===== config.mk =====
export PLATFORM = sky130hd
export DESIGN_NAME = insn_window_decoder
export DESIGN_NICKNAME = d
export VERILOG_FILES = /design/src/rtl/insn_window_decoder.sv
export SDC_FILE = /design/constraint.sdc
export NUM_CORES = 1
export LEC_CHECK = 0
export ABC_AREA = 1
export BUFFER_PORTS_ARGS = -buffer_cell sky130_fd_sc_hd__buf_4
export CORE_ASPECT_RATIO = 1.25
export CORE_MARGIN = 2
export CORE_UTILIZATION = 51
export DETAILED_ROUTE_END_ITERATION = 16
export HOLD_SLACK_MARGIN = 0.06
export PLACE_DENSITY = 0.93
export SYNTH_ARGS = -nofsm -noshare
export SYNTH_HDL_FRONTEND = slang
export SYNTH_SLANG_ARGS = --single-unit

===== constraint.sdc =====
create_clock -name clk -period 0.95 [get_ports clk]
set_input_delay 0.095 -clock clk [delete_from_list [all_inputs] [get_ports clk]]
set_output_delay 0.095 -clock clk [all_outputs]
set_load 0.01 [all_outputs]

===== src/rtl/insn_window_decoder.sv =====
module insn_window_decoder #(
  parameter int PC_W  = 32,
  parameter int IMM_W = 32,
  parameter int WIN_B = 6
) (
  input  logic               clk,
  input  logic               rst_n,
  input  logic               fetch_valid,
  input  logic [PC_W-1:0]    pc,
  input  logic [WIN_B*8-1:0] fetch_bytes,
  output logic               out_valid,
  output logic [3:0]         op_code,
  output logic [3:0]         op_var,
  output logic [3:0]         reg_a,
  output logic [3:0]         reg_b,
  output logic [IMM_W-1:0]   imm,
  output logic [2:0]         insn_len,
  output logic [PC_W-1:0]    next_pc,
  output logic               illegal
);

  localparam logic [3:0] NO_REG = 4'h8;

  logic [7:0] b [WIN_B];
  for (genvar k = 0; k < WIN_B; k++) begin : g_bytes
    assign b[k] = fetch_bytes[8*k +: 8];
  end

  wire [3:0] c_op  = b[0][7:4];
  wire [3:0] c_var = b[0][3:0];
  wire [3:0] sel_a = b[1][7:4];
  wire [3:0] sel_b = b[1][3:0];

  logic [2:0] nom_len;
  logic known, var_ok, has_regs, imm_lo, imm_hi;
  logic a_need, a_none, b_need, b_none, b_opt;

  always_comb begin
    nom_len  = 3'd1;
    known    = 1'b1;
    var_ok   = (c_var == 4'h0);
    has_regs = 1'b0;
    imm_lo   = 1'b0;
    imm_hi   = 1'b0;
    a_need   = 1'b0;
    a_none   = 1'b0;
    b_need   = 1'b0;
    b_none   = 1'b0;
    b_opt    = 1'b0;
    case (c_op)
      4'h0, 4'h1, 4'h9: nom_len = 3'd1;
      4'h2: begin nom_len = 3'd2; has_regs = 1'b1; a_need = 1'b1; b_need = 1'b1; end
      4'h3: begin nom_len = 3'd6; has_regs = 1'b1; a_none = 1'b1; b_need = 1'b1; imm_hi = 1'b1; end
      4'h4, 4'h5: begin nom_len = 3'd6; has_regs = 1'b1; a_need = 1'b1; b_opt = 1'b1; imm_hi = 1'b1; end
      4'h6: begin nom_len = 3'd2; has_regs = 1'b1; a_need = 1'b1; b_need = 1'b1; var_ok = (c_var <= 4'h3); end
      4'h7: begin nom_len = 3'd5; imm_lo = 1'b1; var_ok = (c_var <= 4'h6); end
      4'h8: begin nom_len = 3'd5; imm_lo = 1'b1; end
      4'hA, 4'hB: begin nom_len = 3'd2; has_regs = 1'b1; a_need = 1'b1; b_none = 1'b1; end
      default: known = 1'b0;
    endcase
  end

  wire a_ok = a_need ? (sel_a < NO_REG) : a_none ? (sel_a == NO_REG) : 1'b1;
  wire b_ok = b_need ? (sel_b < NO_REG) : b_none ? (sel_b == NO_REG) :
              b_opt  ? (sel_b <= NO_REG) : 1'b1;

  wire        c_bad = !known || !var_ok || (has_regs && !(a_ok && b_ok));
  wire [2:0]  c_len = c_bad ? 3'd1 : nom_len;
  wire [IMM_W-1:0] c_imm = c_bad  ? '0 :
                           imm_hi ? {b[5], b[4], b[3], b[2]} :
                           imm_lo ? {b[4], b[3], b[2], b[1]} : '0;
  wire        use_regs = has_regs && !c_bad;

  always_ff @(posedge clk or negedge rst_n) begin
    if (!rst_n) begin
      out_valid <= 1'b0;
      op_code   <= '0;
      op_var    <= '0;
      reg_a     <= NO_REG;
      reg_b     <= NO_REG;
      imm       <= '0;
      insn_len  <= '0;
      next_pc   <= '0;
      illegal   <= 1'b0;
    end else begin
      out_valid <= fetch_valid;
      if (fetch_valid) begin
        op_code  <= c_op;
        op_var   <= c_var;
        reg_a    <= use_regs ? sel_a : NO_REG;
        reg_b    <= use_regs ? sel_b : NO_REG;
        imm      <= c_imm;
        insn_len <= c_len;
        next_pc  <= pc + PC_W'(c_len);
        illegal  <= c_bad;
      end
    end
  end

endmodule


==> results of run 1 <==
[through the flow]
| stage | TNS (ps) | cell area (sq um) | utilization (%) |
|---|---|---|---|
| 2_1_floorplan | -30190 | 5240 | - |
| 3_3_place_gp | -62050 | 7090 | 77.7 |
| 3_5_place_dp | -65670 | 7090 | 77.7 |
| 4_1_cts | -36820 | 8660 | 94.9 |
[timing repair]
action / in CTS
endpoints found under the hold margin: 90
gates cloned: 6
resized for setup: 160
setup endpoints to repair: 160
pin swaps: 72
buffers inserted: 54
hold buffers: 6
[cells in the mapped netlist]
master	instances	share of area [%]
nand3_2	1	0.21
clkinv_1	1	0.078
o21ai_0	35	3.7
dfstp_2	2	1.1
nand3_1	61	6.4
nand4_1	5	0.65
inv_1	72	5.7
dfrtp_1	83	43
o22ai_1	21	2.7
fa_1	1	0.42
or2_2	1	0.13
nor3_4	1	0.34
a21oi_1	3	0.31
buf_6	7	1.6
a21boi_0	2	0.31
nand2_1	252	20
nor3_1	5	0.52
inv_2	2	0.16
and2_1	1	0.13
a31oi_1	8	1.0
ha_1	3	0.79
nand2_2	2	0.26
o21ai_1	4	0.42
xor2_1	9	1.6
clkbuf_1	12	0.94
nand3b_1	5	0.79
nor2_2	3	0.39
nor2_4	1	0.24
nor2_1	48	3.8
buf_2	10	1.0
xnor2_1	5	0.92
[cells by family after synthesis]
logic type	after synthesis	synth area share [%]
adders and majority gates	4	1.20
and+or+nand+nor	386	33.6
buffers and inverters	104	9.53
xor gates and xnor gates	14	2.57
DFF	85	44.6
AOI/OAI and AO/OA	73	8.51
[routing by layer]
layer / GRT overflow / GRT usage (%)
met2: 1 / 88.0
met5: 0 / 0
met4: 1 / 66.7
met1: 0 / 60.8
met3: 0 / 33.8
==> results.md, run 1 <==
* Number of H-tree levels at 3
* Vias in the first global route at 8,371
* Place WS at -1460 ps
* Syn Inst Count at 666
* # IOs at approximately 170
* Std cell rows at 39
* Total gr overflow at 2
* Outcome: stopped before the end
* Root Buffer: clkbuf_16
* Synth cell types at 31
* Sequential fraction of the synthesis area at between 40% and 50%
* Initial core utilization at between 50% and 60%
* Placer Congestion at roughly 1.0
* Clock Path Buffers at 2
* Last stage: 5_1_grt
* Count of warnings emitted by yosys at 0
* Post-Syn Nets at ~750
* Syn Area/Cell at 7.17 sq um
* Die height at between 100 and 150 um
* Largest net degree at the start of global routing at 40
* #FFs+latches synth at 85
* Detailed placer's ending HPWL at ~13,000 um
* Die Width at slightly above 90 um
* Placed insts at between 900 and 1,000
* Port Buf Inserts at around 170
* TritonCTS Buffers at 9
* CTS Sinks at 85
* Gr usage total at around 62%
* Cell area after synthesis at around 4800 sq um
* Global-route wire length before repair at 47,900 um
* Error: [ERROR GRT-0116] Global routing finished with congestion. Check the congestion regions in the DRC Viewer.
==> run 2, diff against run 1 <==
--- a/config.mk
+++ b/config.mk
@@ -7,12 +7,10 @@
 export LEC_CHECK = 0
 export ABC_AREA = 1
 export BUFFER_PORTS_ARGS = -buffer_cell sky130_fd_sc_hd__buf_4
-export CORE_ASPECT_RATIO = 1.25
 export CORE_MARGIN = 2
-export CORE_UTILIZATION = 51
+export CORE_UTILIZATION = 40
 export DETAILED_ROUTE_END_ITERATION = 16
-export HOLD_SLACK_MARGIN = 0.06
-export PLACE_DENSITY = 0.93
+export PLACE_DENSITY_LB_ADDON = 0.15
 export SYNTH_ARGS = -nofsm -noshare
 export SYNTH_HDL_FRONTEND = slang
 export SYNTH_SLANG_ARGS = --single-unit
==> run 2 against run 1 <==
  * The flow now finishes, with violations (negative setup slack)
  * Synthesized area did not move
  * Synthesized cell count did not move
==> results.md, run 2 <==
* Worst Setup SP: fetch_bytes[8]
* TritonCTS Buffers at 9 (unchanged)
* WS Path Type: in2reg
* Largest registers: imm: 32 flops, next_pc: 32 flops
* CP endpoint kind: register
* Hold/Removal Path Class: in2reg
* Static Leak at 4.59 nW
* Layout area overhead at 90.5%
* Placer Congestion at 0.965 (-3.2%)
* Top-count cell post-synth: nand2_1
* Port Buf Inserts at 167 (unchanged)
* Worst R2R Path Depth at 4
* Residual DRC count at 0
* #FFs+latches synth at 85 (unchanged)
* Die footprint at between 10,000 and 15,000 sq um
* Synth top cells by count: 252 x nand2_1, 83 x dfrtp_1, 72 x inv_1, 61 x nand3_1, 48 x nor2_1
* Max VDD drop at approximately 680 uV
* Hold Vio Cnt, Final at 0
* ANT cells at 0
* Post-synth EDFFs at 0 (unchanged)
* Clock transition at path regs at ~70 ps
* Commonest cells after routing, fill and taps aside: 213 x nand2_1, 199 x buf_4, 105 x buf_6
* Skew final at 0 ps
* Failing checks: negative setup slack
* Top cells by area, synth: dfrtp_1 43%, nand2_1 20%, nand3_1 6.4%
* Fin cells at between 1,000 and 1,500
* FFs w/ async S/R, synth at 100% (unchanged)
* DP Area at 7170 sq um (+1.2%)
* RR Endpoint: imm[15]$_DFFE_PN0P_
* Die height at 113 um (+0.96%)
* Highest Clock Rate at around 0.52 GHz
* Routed via count at ~6,000
* Detailed placer's ending HPWL at 12,600 um (-4.0%)
* Worst setup path end: next_pc[6]$_DFFE_PN0P_
* Final ANT Viol Nets at 0
* RR Startpoint: imm[15]$_DFFE_PN0P_
* Reg2Reg Setup Slack at 20 ps
* Initial antenna violation count at 0
* Cell area after synthesis at 4780 sq um (unchanged)
* CTS tree: yes
* Die Width at 113 um (+25%)
* Gr usage total at 29.4%
* Worst-skew pair later-pin latency at 350 ps
* Std cell rows at 39 (unchanged)
* Clock Path Buffers at 2 (unchanged)
* Final wirelength at ~21,000 um
* WHS Path Cells at 5
* Commonest non-fill, non-tap cell in the layout: nand2_1
* CP max FO at 3
* Final period util at 202%
* Max-slew violation count at 0
* Number of H-tree levels at 3 (unchanged)
* Worst-Margin Slew at 383 ps
* Layout cells sized above 1 at just over 50%
* Total gr overflow at 0
* Top-area cell type share of the netlist area at 43.5% (unchanged)
* Root Buffer: clkbuf_16
* Syn Inst Count at 666 (unchanged)
* Final Instance Area at roughly 9100 sq um
* Initial core utilization at 41.5% (-11 points)
* CP required at roughly 1200 ps
* Initial DRC Count at 475
* Drt via density at ~5.4
* Min setup slack post-route at -973 ps
* # IOs at 168 (unchanged)
* Count of warnings emitted by yosys at 0 (unchanged)
* Post-Syn Nets at 753 (unchanged)
* RSZ-0062 raised after global routing: true
* Worst endpoint data arrival time at roughly 2200 ps
* Max_cap viols at 0
* CTS Sinks at 85 (unchanged)
* Dominant synthesized flop cell: dfrtp_1
* Final core occ at about four fifths
* Largest net degree at the start of global routing at between 40 and 50
* Pwr dens at about 1200 nW/um^2
* Fin crit period at about 1900 ps
* Syn Area/Cell at 7.17 sq um (unchanged)
* DR pass1 iterations at 5
* Vias in the first global route at 5,827
* Fin nets at around 1,100
* Core ar. at 11,500 sq um
* Placed insts at 1,024 (+2.6%)
* Slew Limit Headroom at about three quarters
* Final setup violation count at around 160
* Global-route wire length before repair at between 20,000 and 30,000 um
* Routed WL per cell at around 19 um
* Critical Path Start Type: input pin
* Cell accounting for the most synthesized area: dfrtp_1
* Synth cell types at 31 (unchanged)
* Sequential fraction of the synthesis area at 44.6% (unchanged)
* Outcome: complete, but fails checks
* Total Power at about 0.010 W
## run 2: cell counts after synthesis
Identical to the previous run, type by type.
## run 2: cell families (layout without fill, tap and decap cells)
logic type                 count (synthesis)  after routing  share of synthesized area [%]
xor gates and xnor gates                  14             14                           2.57
DFF                                       85             85                           44.6
and+or+nand+nor                          386            386                           33.6
buffers and inverters                    104            418                           9.53
AOI/OAI and AO/OA                         73             73                           8.51
adders and majority gates                  4              4                           1.20
## run 2: cell type report
cell class / count / area (sq um)
sequential: 85 / 2130
clock buffer: 9 / 225
timing repair buffer: 327 / 3120
fill: 713 / 2410
inverter: 75 / 325
clock inverter: 7 / 83.8
multi-input combinational: 477 / 3040
tap: 143 / 179
## run 2: routing by layer
metal  vias to the layer above  share of wire, %  GRT usage, %
li1                       2726                 -             -
met1                      2928                38          35.2
met2                       294                52          52.0
met3                        66               6.4          4.87
met4                         0               4.0          13.0
met5                         -                 0             0
## run 2: worst max-delay path, cell delays in order
cell	delay, ps
buf_8	110
inv_8	50
nand2_4	50
nor2_4	140
nand2_2	70
nand2_1	80
nand2_2	80
a21oi_4	180
nand3_2	110
fa_2	380
inv_2	80
nand2_4	50
nand2_4	100
nand3_4	100
buf_4	150
buf_6	110
xor2_1	140
o21ai_1	80
## run 2: worst min-delay path by stage
stage	startpoint	end	slack [ps]
after global routing	fetch_bytes[6]	op_code[2]$_DFFE_PN0P_	60
after floorplan	rst_n	illegal$_DFFE_PN0P_	-200
after global placement	rst_n	op_var[1]$_DFFE_PN0P_	-60
after CTS	pc[30]	next_pc[30]$_DFFE_PN0P_	30
after detailed placement	rst_n	op_var[1]$_DFFE_PN0P_	-50
final	pc[31]	next_pc[31]$_DFFE_PN0P_	40
## run 2: report_power, final
group	switching, W	leakage [nW]	internal (W)
Combinational	0.00137	3.35	0.00141
Sequential	0.000167	1.09	0.00382
Clock	0.00166	0.148	0.00208
## run 2: repair_timing
action	in CTS	in global routing
endpoints found under the setup margin	160	158
hold buffers	2	0
endpoints found under the hold margin	84	0
gates cloned	6	0
pin swaps	72	42
setup buffers	44	41
gates resized for setup	184	65
## run 2: stage by stage
step	worst slack (ps)	setup TNS, ps	hold WS, ps
after floorplan	-982	-30190	-201
after global placement	-1390	-63460	-56.9
after detailed placement	-1450	-65240	-53.7
after CTS	-877	-34300	31.7
after global routing	-1110	-49070	56.4
final	-973	-41450	36.0
Power figures use the tool's default switching activity.
==> run 3, diff against run 2 <==
--- a/config.mk
+++ b/config.mk
@@ -5,10 +5,10 @@
 export SDC_FILE = /design/constraint.sdc
 export NUM_CORES = 1
 export LEC_CHECK = 0
-export ABC_AREA = 1
 export BUFFER_PORTS_ARGS = -buffer_cell sky130_fd_sc_hd__buf_4
 export CORE_MARGIN = 2
 export CORE_UTILIZATION = 40
+export CTS_BUF_LIST = sky130_fd_sc_hd__clkbuf_16
 export DETAILED_ROUTE_END_ITERATION = 16
 export PLACE_DENSITY_LB_ADDON = 0.15
 export SYNTH_ARGS = -nofsm -noshare
==> run 3 against run 2 <==
  * The run still ends with negative setup slack left
  * Register-to-register slack is essentially flat
  * Synthesized area shrank 6.3%
  * Utilization grew 0.16 points
  * Count of clock-buffer cells in the layout is the same
  * Largest power group unchanged
  * Largest cell class unchanged
  * Combinational power shrank 3%
  * Highest routed layer unchanged
  * Critical path type unchanged
==> results.md, run 3 <==
* CP required at 1220 ps (+30 ps)
* Final period util at 270% (+67 points)
* Worst R2R Path Depth at 2 (-2)
* Cell area after synthesis at 4480 sq um (-6.3%)
* Layout cells sized above 1 at 60.3% (+8.9 points)
* RR Endpoint: next_pc[0]$_DFFE_PN0P_
* #FFs+latches synth at 85 (unchanged)
* Largest registers: imm: 32 flops, next_pc: 32 flops
* Root Buffer: clkbuf_16
* Top cells by area, synth: dfrtp_1 46%, o32ai_1 6.3%, a22oi_1 5.4%
* Final setup violation count at 159 (unchanged)
* Reg2Reg Setup Slack at 10 ps (about the same)
* Port Buf Inserts at 167 (unchanged)
* Worst-skew pair later-pin latency at 350 ps (about the same)
* CTS Sinks at 85 (unchanged)
* Core ar. at 10,900 sq um (-5.5%)
* Worst Setup SP: fetch_bytes[5]
* Worst setup path end: next_pc[20]$_DFFE_PN0P_
* Slew Limit Headroom at 74.0% (-0.50 points)
* Commonest cells after routing, fill and taps aside: 194 x buf_4, 105 x buf_6, 83 x dfrtp_1
* Skew final at 0 ps (unchanged)
* Highest Clock Rate at 0.390 GHz (-25%)
* Place WS at -2170 ps (-721 ps)
* TritonCTS Buffers at 9 (unchanged)
* Detailed placer's ending HPWL at 10,700 um (-15%)
* Cell accounting for the most synthesized area: dfrtp_1
* Residual DRC count at 0 (unchanged)
* WS Path Type: in2reg
* CP max FO at 5 (+2)
* Hold Vio Cnt, Final at 0 (unchanged)
* RSZ-0062 raised after global routing: true
* Final ANT Viol Nets at 0 (unchanged)
* Count of warnings emitted by yosys at 0 (unchanged)
* Top-area cell type share of the netlist area at 46.4% (+2.9 points)
* Max-slew violation count at 0 (unchanged)
* Drt via density at 5.74 (+7.2%)
* Initial antenna violation count at 0 (unchanged)
* CP endpoint kind: register
* Power Internal at 0.00758 W (+3.8%)
* Worst-path cell chain: buf_6 > or3b_4 > o21a_4 > o2111ai_4 > nand2b_4 > ha_4 > inv_2 > fa_2 > nor2b_4 > o211ai_1 > or4_1 > a31oi_1
* Commonest non-fill, non-tap cell in the layout: buf_4
* Std cell rows at 38 (-2.6%)
* Crit-path max cell delay at 540 ps (+160 ps)
* Vias in the first global route at 4,824 (-17%)
* Placer Congestion at 0.860 (-11%)
* CTS tree: yes
* Worst hold slack at 1.47 ps (-34.6 ps)
* ANT cells at 0 (unchanged)
* Synth top cells by count: 83 x dfrtp_1, 45 x inv_1, 32 x a22oi_1, 32 x nor2_1, 32 x o32ai_1
* FFs w/ async S/R, synth at 100% (unchanged)
* CP max stage cell: or4_1
* Gr usage total at 26.5% (-2.9 points)
* Hold/Removal Path Class: in2reg
* Sequential share of power at 38.0% (about the same)
* DR pass1 iterations at 4 (-1)
* Critical Path Start Type: input pin
* Die footprint at 12,100 sq um (-6.1%)
* Max VDD drop at 825 uV (+21%)
* Clk pwr share at 36.4% (+0.8 points)
* Logic pwr share at 25.6% (-0.8 points)
* Failing checks: negative setup slack
* Initial core utilization at 41.1% (-0.36 points)
* Fillers at 617 (-13%)
* Total Power at 0.0105 W (about the same)
* Initial DRC Count at 347 (-27%)
* WHS Path Cells at 2 (-3)
* Top-count cell post-synth: dfrtp_1
* Fin nets at 838 (-21%)
* Dominant synthesized flop cell: dfrtp_1
* Number of H-tree levels at 3 (unchanged)
* Syn Area/Cell at 9.93 sq um (+38%)
* Worst endpoint data arrival time at 2830 ps (+670 ps)
* Synth cell types at 52 (+68%)
* Final wirelength at 18,100 um (-14%)
* Outcome: complete, but fails checks
* Clock Path Buffers at 2 (unchanged)
* Largest net degree at the start of global routing at 34 (-24%)
* Routed via count at 5,143 (-14%)
* Die height at 110 um (-3.1%)
* Worst-Margin Slew at 388 ps (+5.80 ps)
* Global-route wire length before repair at 24,500 um (-17%)
* Syn Inst Count at 451 (-32%)
* Max_cap viols at 0 (unchanged)
* Pwr dens at 1220 nW/um^2 (+5.5%)
* Post-Syn Nets at 538 (-29%)
* Die Width at 110 um (-3.1%)
* # IOs at 168 (unchanged)
* Min setup slack post-route at -1610 ps (-640 ps)
* Switch share at 27.7% (-2.7 points)
* Post-synth EDFFs at 0 (unchanged)
* Fin crit period at 2560 ps (+640 ps)
* Sequential fraction of the synthesis area at 47.6% (+3.0 points)
* RR Startpoint: next_pc[0]$_DFFE_PN0P_
* Routed WL per cell at 20.2 um (+7.4%)
* Total gr overflow at 0 (unchanged)
* Static Leak at 3.59 nW (-22%)
* Net Sw Power at 0.00291 W (-8.9%)
* Layout area overhead at 92.6%
* Clock transition at path regs at 60 ps (about the same)
-- run 3: per-layer routing --
layer / part of all wire, % / track usage (%)
met1: 38 / 33.0
met3: 7.2 / 5.39
met5: 0 / 0
met2: 51 / 44.3
met4: 3.7 / 11.5
-- run 3: final cells by class --
type,instances,area (sq um),share of cell area (%)
clock buffers,9,225,2.61
clock inverters,7,88.8,1.03
inverters,45,169,1.96
multi-input cells,287,2760,32.0
flip-flops and latches,85,2130,24.7
well taps,140,175,2.03
repair buffers,323,3080,35.7
-- run 3: how the worst min path moves through the flow --
stage	start	slack, ps	to
after floorplan	rst_n	-200	illegal$_DFFE_PN0P_
after global placement	rst_n	1	op_var[1]$_DFFE_PN0P_
after detailed placement	rst_n	5	op_var[1]$_DFFE_PN0P_
after CTS	fetch_bytes[1]	4	op_var[1]$_DFFE_PN0P_
after global routing	fetch_bytes[0]	10	op_var[0]$_DFFE_PN0P_
final	fetch_bytes[0]	1	op_var[0]$_DFFE_PN0P_
-- run 3: kinds of logic (layout without fill, tap and decap cells) --
logic type	Yosys count	after routing	share of synthesized area (%)
buffers and inverters	81	384	8.13
multiplexers	14	14	3.49
adder cells (fa/ha/maj)	4	4	1.29
AO/OA/AOI/OAI	144	146	23.6
AND/OR/NAND/NOR	113	113	13.9
XOR/XNOR	10	10	1.96
flip-flops	85	85	47.6
-- run 3: repair_timing --
action,4_1_cts,5_1_grt
endpoints found under the hold margin,86,0
pin swaps,64,40
buffers inserted,23,42
cloned,6,3
resized for setup,132,115
endpoints found under the setup margin,160,161
hold buffers,3,0
-- run 3: through the flow --
| stage | instance area (sq um) | TNS [ps] | util (%) | cells |
|---|---|---|---|---|
| 2_1_floorplan | 4610 | -79720 | - | 451 |
| 3_5_place_dp | 6570 | -98020 | 60.3 | 814 |
| 5_1_grt | 8620 | -69420 | 79.2 | 896 |
| 6_report | 8620 | -63540 | 79.2 | 896 |
| 4_1_cts | 7780 | -63100 | 71.4 | 859 |
| 3_3_place_gp | 6570 | -94750 | 60.3 | 814 |
-- run 3: power groups by stage --
stage          Combinational (W)  Sequential [W]  Clock (W)
3_3_place_gp             0.00188         0.00401          0
2_1_floorplan           0.000665         0.00409          0
3_5_place_dp             0.00191         0.00402          0
6_report                 0.00268         0.00399    0.00382
5_1_grt                  0.00285         0.00400    0.00398
4_1_cts                  0.00227         0.00398    0.00382
-- run 3: critical path, delay by kind of cell --
family                   cells  cell delay [ps]
AND/OR/NAND/NOR              4             1320
AO/OA/AOI/OAI                4              790
adder cells (fa/ha/maj)      2              490
buffers and inverters        2              120
==> run 4, diff against run 3 <==
--- a/config.mk
+++ b/config.mk
@@ -11,6 +11,8 @@
 export CTS_BUF_LIST = sky130_fd_sc_hd__clkbuf_16
 export DETAILED_ROUTE_END_ITERATION = 16
 export PLACE_DENSITY_LB_ADDON = 0.15
+export RECOVER_POWER = 50
+export SKIP_LAST_GASP = 1
 export SYNTH_ARGS = -nofsm -noshare
 export SYNTH_HDL_FRONTEND = slang
 export SYNTH_SLANG_ARGS = --single-unit
==> constraint.sdc (replaced) <==
create_clock -name clk -period 2.1 [get_ports clk]
set_input_delay 0.21 -clock clk [delete_from_list [all_inputs] [get_ports clk]]
set_output_delay 0.21 -clock clk [all_outputs]
set_load 0.01 [all_outputs]
==> run 4 against run 3 <==
  * The flow still finishes with violations (negative setup slack)
  * Register-to-register slack improved by 1300 ps
  * Clock skew did not move
  * Clock power shrank 55%
  * Non-clock buffer count fell by 100
  * Setup slack improved by 1100 ps
  * Utilization shrank 19 points
  * Global-route usage decreased by 3.7 points
  * Via count decreased by 13%
  * Cell count down 11%
  * Power is 59% lower
  * Sequential share of layout area grew 7.9 points
  * Count of clock-buffer cells in the layout is the same
  * Critical path type unchanged
==> results.md, run 4 (same netlist as run 3, synthesis figures left out) <==
* Outcome: complete, but fails checks
* Failing checks: negative setup slack
* Slew Limit Headroom at 14.4% (-60 points)
* Largest net degree at the start of global routing at 70 (+110%)
* Commonest non-fill, non-tap cell in the layout: buf_4
* Fin nets at 737 (-12%)
* Initial DRC Count at 295 (-15%)
* CP endpoint kind: register
* Critical Path Start Type: input pin
* Die height at 110 um (unchanged)
* Routed via count at 4,477 (-13%)
* Worst min-delay path startpoint: fetch_bytes[2]
* Largest registers: imm: 32 flops, next_pc: 32 flops
* Max_cap viols at 0 (unchanged)
* CTS Sinks at 85 (unchanged)
* Commonest cells after routing, fill and taps aside: 152 x buf_4, 83 x dfrtp_1, 58 x clkbuf_1
* Die footprint at 12,100 sq um (unchanged)
* # IOs at 168 (unchanged)
* Vias in the first global route at 4,137 (-14%)
* Clock transition at path regs at 60 ps (about the same)
* CTS tree: yes
* Number of H-tree levels at 3 (unchanged)
* Final setup violation count at 27 (-83%)
* Pwr dens at 655 nW/um^2 (-46%)
* Final Instance Area at 6540 sq um (-24%)
* Placer Congestion at 0.860 (about the same)
* Final ANT Viol Nets at 0 (unchanged)
* Static Leak at 2.63 nW (-27%)
* Max-slew violation count at 0 (unchanged)
* Layout area overhead at 46.1%
* Drt via density at 5.63 (-1.9%)
* Layout cells sized above 1 at 34.7% (-26 points)
* Min setup slack post-route at -535 ps (+1080 ps)
* Reg2Reg Setup Slack at 1330 ps (+1320 ps)
* Core ar. at 10,900 sq um (unchanged)
* Fin crit period at 2640 ps
* Std cell rows at 38 (unchanged)
* Gr usage total at 22.7% (-3.7 points)
* Clock Path Buffers at 2 (unchanged)
* Die Width at 110 um (unchanged)
* WS Path Type: in2reg
* Worst-skew pair later-pin latency at 340 ps (about the same)
* Root Buffer: clkbuf_16
* DP Area at 6070 sq um (-7.5%)
* Final wirelength at 14,100 um (-22%)
* TritonCTS Buffers at 9 (unchanged)
* Highest Clock Rate at roughly 0.38 GHz
* Max VDD drop at 367 uV (-55%)
* CP required at 2360 ps (+1140 ps)
* Routed WL per cell at 17.7 um (-12%)
* Place WS at -1120 ps (+1060 ps)
* Total gr overflow at 0 (unchanged)
* Final period util at 125%
* Worst-Margin Slew at 1280 ps (+895 ps)
* CP max FO at 6 (+1)
* Worst endpoint data arrival time at 2890 ps (+60 ps)
* Detailed placer's ending HPWL at 9770 um (-8.5%)
* Initial antenna violation count at 0 (unchanged)
* Skew final at 0 ps (unchanged)
* Global-route wire length before repair at 21,200 um (-13%)
* DR pass1 iterations at 5 (+1)
* Hold Vio Cnt, Final at 0 (unchanged)
* Hold/Removal Path Class: in2reg
* RR Startpoint: next_pc[2]$_DFFE_PN0P_
* RSZ-0062 raised after global routing: true
* Residual DRC count at 0 (unchanged)
* ANT cells at 0 (unchanged)
* Initial core utilization at 41.1% (unchanged)
* Port Buf Inserts at 167 (unchanged)
* Worst Setup SP: fetch_bytes[5]
==> run 4: cell types whose count changed in the layout (fill, tap and decap cells not counted), moves of 5 or more <==
cell,change
buf_6,-98
clkbuf_1,+58
buf_4,-42
a22oi_1,+28
a22oi_2,-28
o32ai_1,+25
o32ai_2,-25
buf_12,-9
o22ai_1,+7
o22ai_2,-5
o31ai_1,+5
==> run 4: critical path: stages <==
cell,delay [ps]
buf_6,90
or3b_4,400
o21a_1,210
o2111ai_2,190
nand2b_4,170
ha_4,130
inv_2,40
fa_2,360
nor2b_4,180
o211ai_1,200
or4_1,550
a31oi_1,170
==> run 4: timing repair <==
item                                   4_1_cts  5_1_grt
setup buffers                               12        4
pin swaps                                   28       24
gates resized for setup                     24       15
setup endpoints to repair                   30       30
cloned                                       1        0
hold buffers                                 1        0
endpoints found under the hold margin       44        0
==> run 4: power by group <==
group / total [W] / switching (W) / internal (W)
logic: 0.000782 / 0.000419 / 0.000363
clock network: 0.00172 / 0.000672 / 0.00105
registers: 0.00178 / 0.0000550 / 0.00173
total: 0.00429 / 0.00115 / 0.00314
==> run 4: worst paths after layout <==
check	cells past startpoint	end
min in group asynchronous	2	illegal$_DFFE_PN0P_
min	2	op_var[2]$_DFFE_PN0P_
max in group asynchronous	3	imm[9]$_DFFE_PN0P_
max	12	next_pc[16]$_DFFE_PN0P_
min reg2reg	1	op_code[3]$_DFFE_PN0P_
max reg2reg	1	next_pc[2]$_DFFE_PN0P_
==> run 4: metrics by stage <==
| step | std cells | utilization, % | total power [W] | setup TNS, ps | hold slack, ps |
|---|---|---|---|---|---|
| 5_1_grt | 795 | 60.1 | 0.00447 | -13750 | 125 |
| 6_report | 795 | 60.1 | 0.00429 | -10850 | 126 |
| 2_1_floorplan | 451 | - | 0.00213 | -24480 | -85.6 |
| 3_3_place_gp | 762 | 55.8 | 0.00258 | -23860 | 275 |
| 3_5_place_dp | 762 | 55.8 | 0.00259 | -25150 | 287 |
| 4_1_cts | 792 | 61.2 | 0.00435 | -9560 | 117 |
==> run 4: layer usage <==
| layer | track usage, % | up-vias | part of all wire (%) |
|---|---|---|---|
| met5 | 0 | - | 0 |
| met4 | 8.77 | 0 | 1.9 |
| met3 | 3.26 | 18 | 6.4 |
| met2 | 37.2 | 162 | 49 |
| met1 | 30.3 | 2179 | 43 |
| li1 | - | 2118 | - |
==> run 4: final cells by class <==
cell class / count / area (sq um)
clock buffers: 9 / 225
clock inverters: 7 / 98.8
fillers: 978 / 4350
inverters: 45 / 169
multi-input cells: 286 / 2210
flip-flops and latches: 85 / 2130
well taps: 140 / 175
repair buffers: 223 / 1530
